`src/rtl/useq_pkg.sv`:
```
package useq_pkg;
  localparam int UPC_W  = 10;
  localparam int WORD_W = 16;
  localparam int SEL_W  = 5;
  localparam int INC_W  = 3;
  localparam int OP_W   = 4;

  typedef enum logic [2:0] {
    CLS_NOP     = 3'd0,
    CLS_XFER    = 3'd1,
    CLS_ALU     = 3'd2,
    CLS_PCLD    = 3'd3,
    CLS_JMP     = 3'd4,
    CLS_CALLRET = 3'd5,
    CLS_TJMP    = 3'd6,
    CLS_HALT    = 3'd7
  } ucls_e;

  typedef struct packed {
    ucls_e              cls;
    logic [SEL_W-1:0]   src;
    logic [SEL_W-1:0]   dst;
    logic [INC_W-1:0]   inc;
    logic [OP_W-1:0]    alu_op;
    logic               flag_we;
    logic               jmp_cond;
    logic               jmp_carry;
    logic               jmp_level;
    logic [UPC_W-1:0]   jmp_tgt;
    logic               opt_bit;
  } udec_t;
endpackage

```
`src/rtl/useq_rom.sv`:
```
module useq_rom
  import useq_pkg::*;
#(
  parameter int AW = UPC_W,
  parameter int DW = WORD_W
) (
  input  logic [AW-1:0] addr,
  output logic [DW-1:0] word
);
  always_comb begin
    case (addr)
      AW'(1):    word = DW'(16'h232A);
      AW'(2):    word = DW'(16'h5A39);
      AW'(3):    word = DW'(16'h4310);
      AW'(4):    word = DW'(16'h6000);
      AW'(5):    word = DW'(16'h9408);
      AW'(6):    word = DW'(16'h2111);
      AW'(8):    word = DW'(16'h980C);
      AW'(9):    word = DW'(16'hA001);
      AW'(10):   word = DW'(16'h800E);
      AW'(12):   word = DW'(16'h9C14);
      AW'(13):   word = DW'(16'hC000);
      AW'(14):   word = DW'(16'h9002);
      AW'(15):   word = DW'(16'h8C1E);
      AW'(20):   word = DW'(16'hA800);
      AW'(21):   word = DW'(16'h83FF);
      AW'(30):   word = DW'(16'hE001);
      default:   word = '0;
    endcase
  end
endmodule

```
`src/rtl/useq_decode.sv`:
```
module useq_decode
  import useq_pkg::*;
#(
  parameter logic [SEL_W-1:0] ALU_SRC = 5'd31
) (
  input  logic [WORD_W-1:0] word,
  output udec_t             dec
);
  ucls_e cls;
  assign cls = ucls_e'(word[15:13]);

  always_comb begin
    dec     = '0;
    dec.cls = cls;
    case (cls)
      CLS_XFER: begin
        dec.src = word[12:8];
        dec.dst = word[7:3];
        dec.inc = word[2:0];
      end
      CLS_ALU: begin
        dec.src     = ALU_SRC;
        dec.flag_we = word[12];
        dec.alu_op  = word[11:8];
        dec.dst     = word[7:3];
        dec.inc     = word[2:0];
      end
      CLS_JMP: begin
        dec.jmp_cond  = word[12];
        dec.jmp_carry = word[11];
        dec.jmp_level = word[10];
        dec.jmp_tgt   = word[UPC_W-1:0];
      end
      CLS_CALLRET, CLS_HALT: begin
        dec.opt_bit = word[0];
      end
      default: ;
    endcase
  end
endmodule

```
`src/rtl/useq_seq.sv`:
```
module useq_seq
  import useq_pkg::*;
(
  input  logic             clk,
  input  logic             rst_n,
  input  udec_t            dec,
  input  logic             flag_zero,
  input  logic             flag_carry,
  output logic [UPC_W-1:0] upc,
  output logic             halted,
  output logic             osc_stop,
  output logic             fetch_step
);
  logic [UPC_W-1:0] upc_q, upc_d;
  logic             halt_q, halt_d;
  logic             osc_q, osc_d;
  logic             ph_q, ph_d;
  logic             step_en;
  logic             sel_flag;
  logic             take;

  assign step_en  = ~halt_q;
  assign sel_flag = dec.jmp_carry ? flag_carry : flag_zero;
  assign take     = (dec.cls == CLS_JMP) &&
                    (~dec.jmp_cond || (sel_flag == dec.jmp_level));

  always_comb begin
    upc_d  = upc_q;
    halt_d = halt_q;
    osc_d  = osc_q;
    ph_d   = ~ph_q;
    if (dec.cls == CLS_HALT) begin
      halt_d = 1'b1;
      osc_d  = dec.opt_bit;
    end else if (take) begin
      upc_d = dec.jmp_tgt;
    end else begin
      upc_d = upc_q + UPC_W'(1);
    end
  end

  always_ff @(posedge clk or negedge rst_n) begin
    if (!rst_n) begin
      upc_q  <= '0;
      halt_q <= 1'b0;
      osc_q  <= 1'b0;
      ph_q   <= 1'b0;
    end else if (step_en) begin
      upc_q  <= upc_d;
      halt_q <= halt_d;
      osc_q  <= osc_d;
      ph_q   <= ph_d;
    end
  end

  assign upc        = upc_q;
  assign halted     = halt_q;
  assign osc_stop   = osc_q;
  assign fetch_step = ~ph_q;

  assert_halt_sticky_R7: assert property (@(posedge clk) disable iff (!rst_n)
    halted |=> (halted && $stable(upc) && $stable(osc_stop)));
  assert_phase_toggle_R9: assert property (@(posedge clk) disable iff (!rst_n)
    !halted |=> (fetch_step != $past(fetch_step)));
  assert_phase_frozen_R9: assert property (@(posedge clk) disable iff (!rst_n)
    halted |=> $stable(fetch_step));
  assert_seq_advance_R6: assert property (@(posedge clk) disable iff (!rst_n)
    (!halted && dec.cls != CLS_JMP && dec.cls != CLS_HALT)
      |=> (upc == $past(upc) + UPC_W'(1)));
  assert_uncond_jump_R5: assert property (@(posedge clk) disable iff (!rst_n)
    (!halted && dec.cls == CLS_JMP && !dec.jmp_cond) |=> (upc == $past(dec.jmp_tgt)));
  assert_halt_entry_R7: assert property (@(posedge clk) disable iff (!rst_n)
    (!halted && dec.cls == CLS_HALT) |=> (halted && osc_stop == $past(dec.opt_bit)));
endmodule

```
`src/rtl/useq_top.sv`:
```
module useq_top
  import useq_pkg::*;
(
  input  logic        clk,
  input  logic        rst_n,
  input  logic        flag_zero,
  input  logic        flag_carry,
  output logic [9:0]  upc,
  output logic [2:0]  op_class,
  output logic [4:0]  src_sel,
  output logic [4:0]  dst_sel,
  output logic [2:0]  inc_code,
  output logic [3:0]  alu_op,
  output logic        flag_we,
  output logic        xfer_strobe,
  output logic        alu_strobe,
  output logic        pcload_strobe,
  output logic        callret_strobe,
  output logic        callret_arg,
  output logic        tjmp_strobe,
  output logic        halted,
  output logic        osc_stop,
  output logic        fetch_step
);
  logic [1:0]        rst_sync_q;
  logic              rst_n_int;
  logic [WORD_W-1:0] word;
  udec_t             dec;

  always_ff @(posedge clk or negedge rst_n) begin
    if (!rst_n) rst_sync_q <= '0;
    else        rst_sync_q <= {rst_sync_q[0], 1'b1};
  end
  assign rst_n_int = rst_sync_q[1];

  useq_rom #(.AW(UPC_W), .DW(WORD_W)) u_rom (
    .addr (upc),
    .word (word)
  );

  useq_decode #(.ALU_SRC(5'd31)) u_dec (
    .word (word),
    .dec  (dec)
  );

  useq_seq u_seq (
    .clk        (clk),
    .rst_n      (rst_n_int),
    .dec        (dec),
    .flag_zero  (flag_zero),
    .flag_carry (flag_carry),
    .upc        (upc),
    .halted     (halted),
    .osc_stop   (osc_stop),
    .fetch_step (fetch_step)
  );

  assign op_class       = dec.cls;
  assign src_sel        = dec.src;
  assign dst_sel        = dec.dst;
  assign inc_code       = dec.inc;
  assign alu_op         = dec.alu_op;
  assign flag_we        = dec.flag_we;
  assign xfer_strobe    = (dec.cls == CLS_XFER);
  assign alu_strobe     = (dec.cls == CLS_ALU);
  assign pcload_strobe  = (dec.cls == CLS_PCLD);
  assign callret_strobe = (dec.cls == CLS_CALLRET);
  assign tjmp_strobe    = (dec.cls == CLS_TJMP);
  assign callret_arg    = callret_strobe & dec.opt_bit;

  assert_strobe_onehot_R1: assert property (@(posedge clk) disable iff (!rst_n_int)
    $onehot0({xfer_strobe, alu_strobe, pcload_strobe, callret_strobe, tjmp_strobe}));
  assert_flagwe_alu_R3: assert property (@(posedge clk) disable iff (!rst_n_int)
    flag_we |-> alu_strobe);
  assert_nop_quiet_R10: assert property (@(posedge clk) disable iff (!rst_n_int)
    (op_class == 3'd0) |-> (src_sel == '0 && dst_sel == '0 && inc_code == '0 && !flag_we));
  assert_reset_state_R8: assert property (@(posedge clk)
    !rst_n_int |-> (upc == '0 && !halted && !osc_stop && fetch_step));
endmodule

```
`config.mk`:
```
export PLATFORM = sky130hd
export DESIGN_NAME = useq_top
export DESIGN_NICKNAME = d
export VERILOG_FILES = /design/src/rtl/useq_pkg.sv /design/src/rtl/useq_rom.sv /design/src/rtl/useq_decode.sv /design/src/rtl/useq_seq.sv /design/src/rtl/useq_top.sv
export SDC_FILE = /design/constraint.sdc
export NUM_CORES = 1
export LEC_CHECK = 0
export BUFFER_PORTS_ARGS = -buffer_cell sky130_fd_sc_hd__buf_2
export CORE_MARGIN = 2
export CORE_UTILIZATION = 44
export CTS_BUF_LIST = sky130_fd_sc_hd__clkbuf_8
export CTS_CLUSTER_SIZE = 28
export DETAILED_ROUTE_END_ITERATION = 10
export PLACE_DENSITY = 0.69
export SYNTH_ARGS = -nofsm -noshare
export SYNTH_HDL_FRONTEND = slang
export SYNTH_SLANG_ARGS = --single-unit
```
`constraint.sdc`:
```
create_clock -name clk -period 4.35 [get_ports clk]
set_clock_uncertainty 0.1 [all_clocks]
set_input_delay 0.87 -clock clk [delete_from_list [all_inputs] [get_ports clk]]
set_output_delay 0.87 -clock clk [all_outputs]
set_load 0.05 [all_outputs]
```
==> flow_summary.toml <==
[status]
status = "complete, no violations"

[timing]
slew_headroom_pct = 54.8
period_share_pct = 92.6
finalMaxSlewViolations = 0
setup_tns_ns = 0
rsz0062_at_grt = "false"
period_minus_slack_ns = 4.03
worst_pin_slew_ns = 0.677
setup_viol = 0
hold_viol_final = 0
max_freq_mhz = 248

[grt]
grt_max_degree = 23
first_global_vias = 1427
antenna_found_initial = 0
grt_pass1_wl_mm = 7.06
overflow = 0
grt_usage_pct = 20.1

[worst_hold_path]
hold_path_class = "flop to async pin"

[die]
initial_core_util_pct = 45.1
rows = 23
ios = 44
die_height_um = 67.8
dieWidth_um = 67.8
dieArea_um2 = 4600
fp.coreArea_um2 = 3970

[clock_network]
cts_resized = 0
post_cts_buffers = 0
clk_latency_ns = 0.24
h-tree-depth = 1
cts_tree = "yes"
postCtsHoldBufs = 0
clockBufferDepth = 2
cts_buffers = 3
clk_transition_reported_paths_ns = 0.06
clkSinkCount = 15
clockRootBuffer = "clkbuf_8"

[setup_path]
rr_worst_depth = 9
r2r-start = "u_seq.upc[1]"
cp_max_fo = 10
critical_path_class = "flop to output port"
critPathLaunch = "u_seq.upc[0]"
rr_endpoint = "u_seq.upc[2]"
crit_arrival_ns = 3.06
crit_end = "dst_sel[3]"
crit_required_ns = 3.38
r2r_slack_ns = 1.44
start_kind = "flop"
cp-end-kind = "output port"

[finish]
ff_latch_area_um2 = 375
multi_input_area_um2 = 1120
fin_nets = 259
n_antenna_cell = 0
drive_gt1_share_pct = 31.9
nFillCells = 421
utilization_pct = 48.1
syn_to_final_growth_pct = 6.63
final_cell_area_um2 = 1910

[logic_synthesis]
synthCells = 229
ys_async_sr_fraction_pct = 100
syn-cell-area_um2 = 1790
synth_top_area_share_pct = 20.9
syn_nets = 239
ys.flop_type = "dfrtp_1"
synth_cell_type_count = 63
ys_top_cells_by_count = "21 x buf_4, 18 x nand2_1, 18 x nor2_1"
ys_ff_latch = 15
yosysMostFrequentCell = "buf_4"
ys_seq_area_share_pct = 20.9
synth_area_leaders = "dfrtp_1 21%, buf_4 8.8%, ha_1 4.2%"
synth_top_area_cell = "dfrtp_1"
synth.avg_cell_area_um2 = 7.82
synth_edf_count = 0
ys.warnings.count = 0

[detailed_routing]
routed.top_layer = "met4"
wl_met1_mm = 2.03
num_vias = 1683
wire_per_inst_um = 15.0
drc = 0
wl_mm = 4.48
dr_wl_met2_mm = 2.15
first_pass_iters = 4
wl_met3_um = 257
via_per_inst = 5.65
ant_nets = 0
drt_iter0_markers = 141

[power]
p_total_mw = 0.255
power.density_nw_per_um2 = 133
vdd_ir_drop_max_mv = 0.185
leakage_nw = 0.884

[placed_design]
gp_congestion = 0.956
dp_hpwl_mm = 3.52
placed_cell_area_um2 = 1860
io_buffers = 42

[flow_run]
max-cap-violations = 0
## report_power, final
part	switching [mW]	total [mW]	internal, mW
Clock	0.0432	0.106	0.0632
Sequential	0.00225	0.143	0.141
Combinational	0.00371	0.00545	0.00174
## routing by layer
metal  up-vias  track usage [%]
met2        52             33.3
li1        837                -
met3         6             1.15
met4         0             4.50
met1       788             28.9
met5         -                0
## flip-flops by register name (all words and copies together) (netlist names)
signal	flops
u_seq.ph_q	1
rst_sync_q	2
u_seq.upc	10
u_seq.osc_stop	1
u_seq.halted	1
## worst min-delay path by stage
stage / slack (ns) / start / end / cells after the start
2_1_floorplan: 0.06 / rst_sync_q[1] / u_seq.halted / 0
3_3_place_gp: 0.12 / rst_sync_q[1] / u_seq.upc[6] / 0
3_5_place_dp: 0.13 / rst_sync_q[1] / u_seq.upc[6] / 0
4_1_cts: 0.12 / rst_sync_q[1] / u_seq.upc[6] / 0
5_1_grt: 0.15 / rst_sync_q[1] / u_seq.upc[6] / 0
6_report: 0.1 / rst_sync_q[1] / u_seq.upc[2] / 0
## area by class of cell
class | count | area share [%]
repair buffers | 46 | 12.6
clock inverters | 1 | 0.262
clock buffers | 3 | 2.16
well taps | 50 | 3.27
inverters | 17 | 3.34
flip-flops and latches | 15 | 19.6
multi-input cells | 166 | 58.7
## worst max-delay path, cell delays in order, from the launching register on
cell and delay [ns]:
dfrtp_1 0.49, inv_1 0.16, ha_1 0.33, nand2_1 0.09, a221o_1 0.39, nand2_1 0.20, nand2_2 0.12, inv_2 0.10
xor2_1 0.16, nand2_1 0.18, nor4_2 0.29, buf_2 0.31
## cells by family (layout without fill, tap and decap cells)
group | after synthesis | in the layout | synth area share, %
buffers and inverters | 48 | 67 | 16.4
muxes | 8 | 8 | 4.61
xor gates and xnor gates | 2 | 2 | 0.978
DFF | 15 | 15 | 20.9
and+or+nand+nor | 88 | 88 | 27.5
AOI/OAI and AO/OA | 60 | 60 | 24.9
other | 2 | 2 | 0.419
adders and majority gates | 6 | 6 | 4.19
## cell usage in the layout, fill, tap and decap left out, types with 2 or more instances in the layout
cell / Yosys / layout
buf_2: 3 / 42
nand2_1: 18 / 18
nor2_1: 18 / 18
o21ai_0: 15 / 15
dfrtp_1: 15 / 15
inv_1: 14 / 14
a21oi_1: 12 / 12
nand3_1: 8 / 8
and3_1: 6 / 6
mux2i_1: 6 / 6
ha_1: 6 / 6
nand2b_1: 5 / 5
nor3_1: 5 / 5
o22ai_1: 4 / 4
buf_4: 21 / 4
nand2_2: 3 / 3
inv_2: 3 / 3
or3_1: 3 / 3
or2_2: 3 / 3
o31ai_1: 3 / 3
a31oi_1: 3 / 3
and3_2: 3 / 3
clkbuf_8: 0 / 3
mux2_2: 2 / 2
a211oi_2: 2 / 2
nor2b_1: 2 / 2
nor4_2: 2 / 2
and2_1: 2 / 2
a2111oi_0: 2 / 2
conb_1: 2 / 2
## stage by stage
stage	hold slack, ns	setup WS [ns]	cells
floorplan	0.0604	0.334	229
global placement	0.117	0.676	294
detailed placement	0.127	0.605	294
CTS	0.119	0.330	298
global route	0.149	0.0216	298
finish	0.0980	0.323	298
No activity file was read; power rests on OpenSTA's default activity.
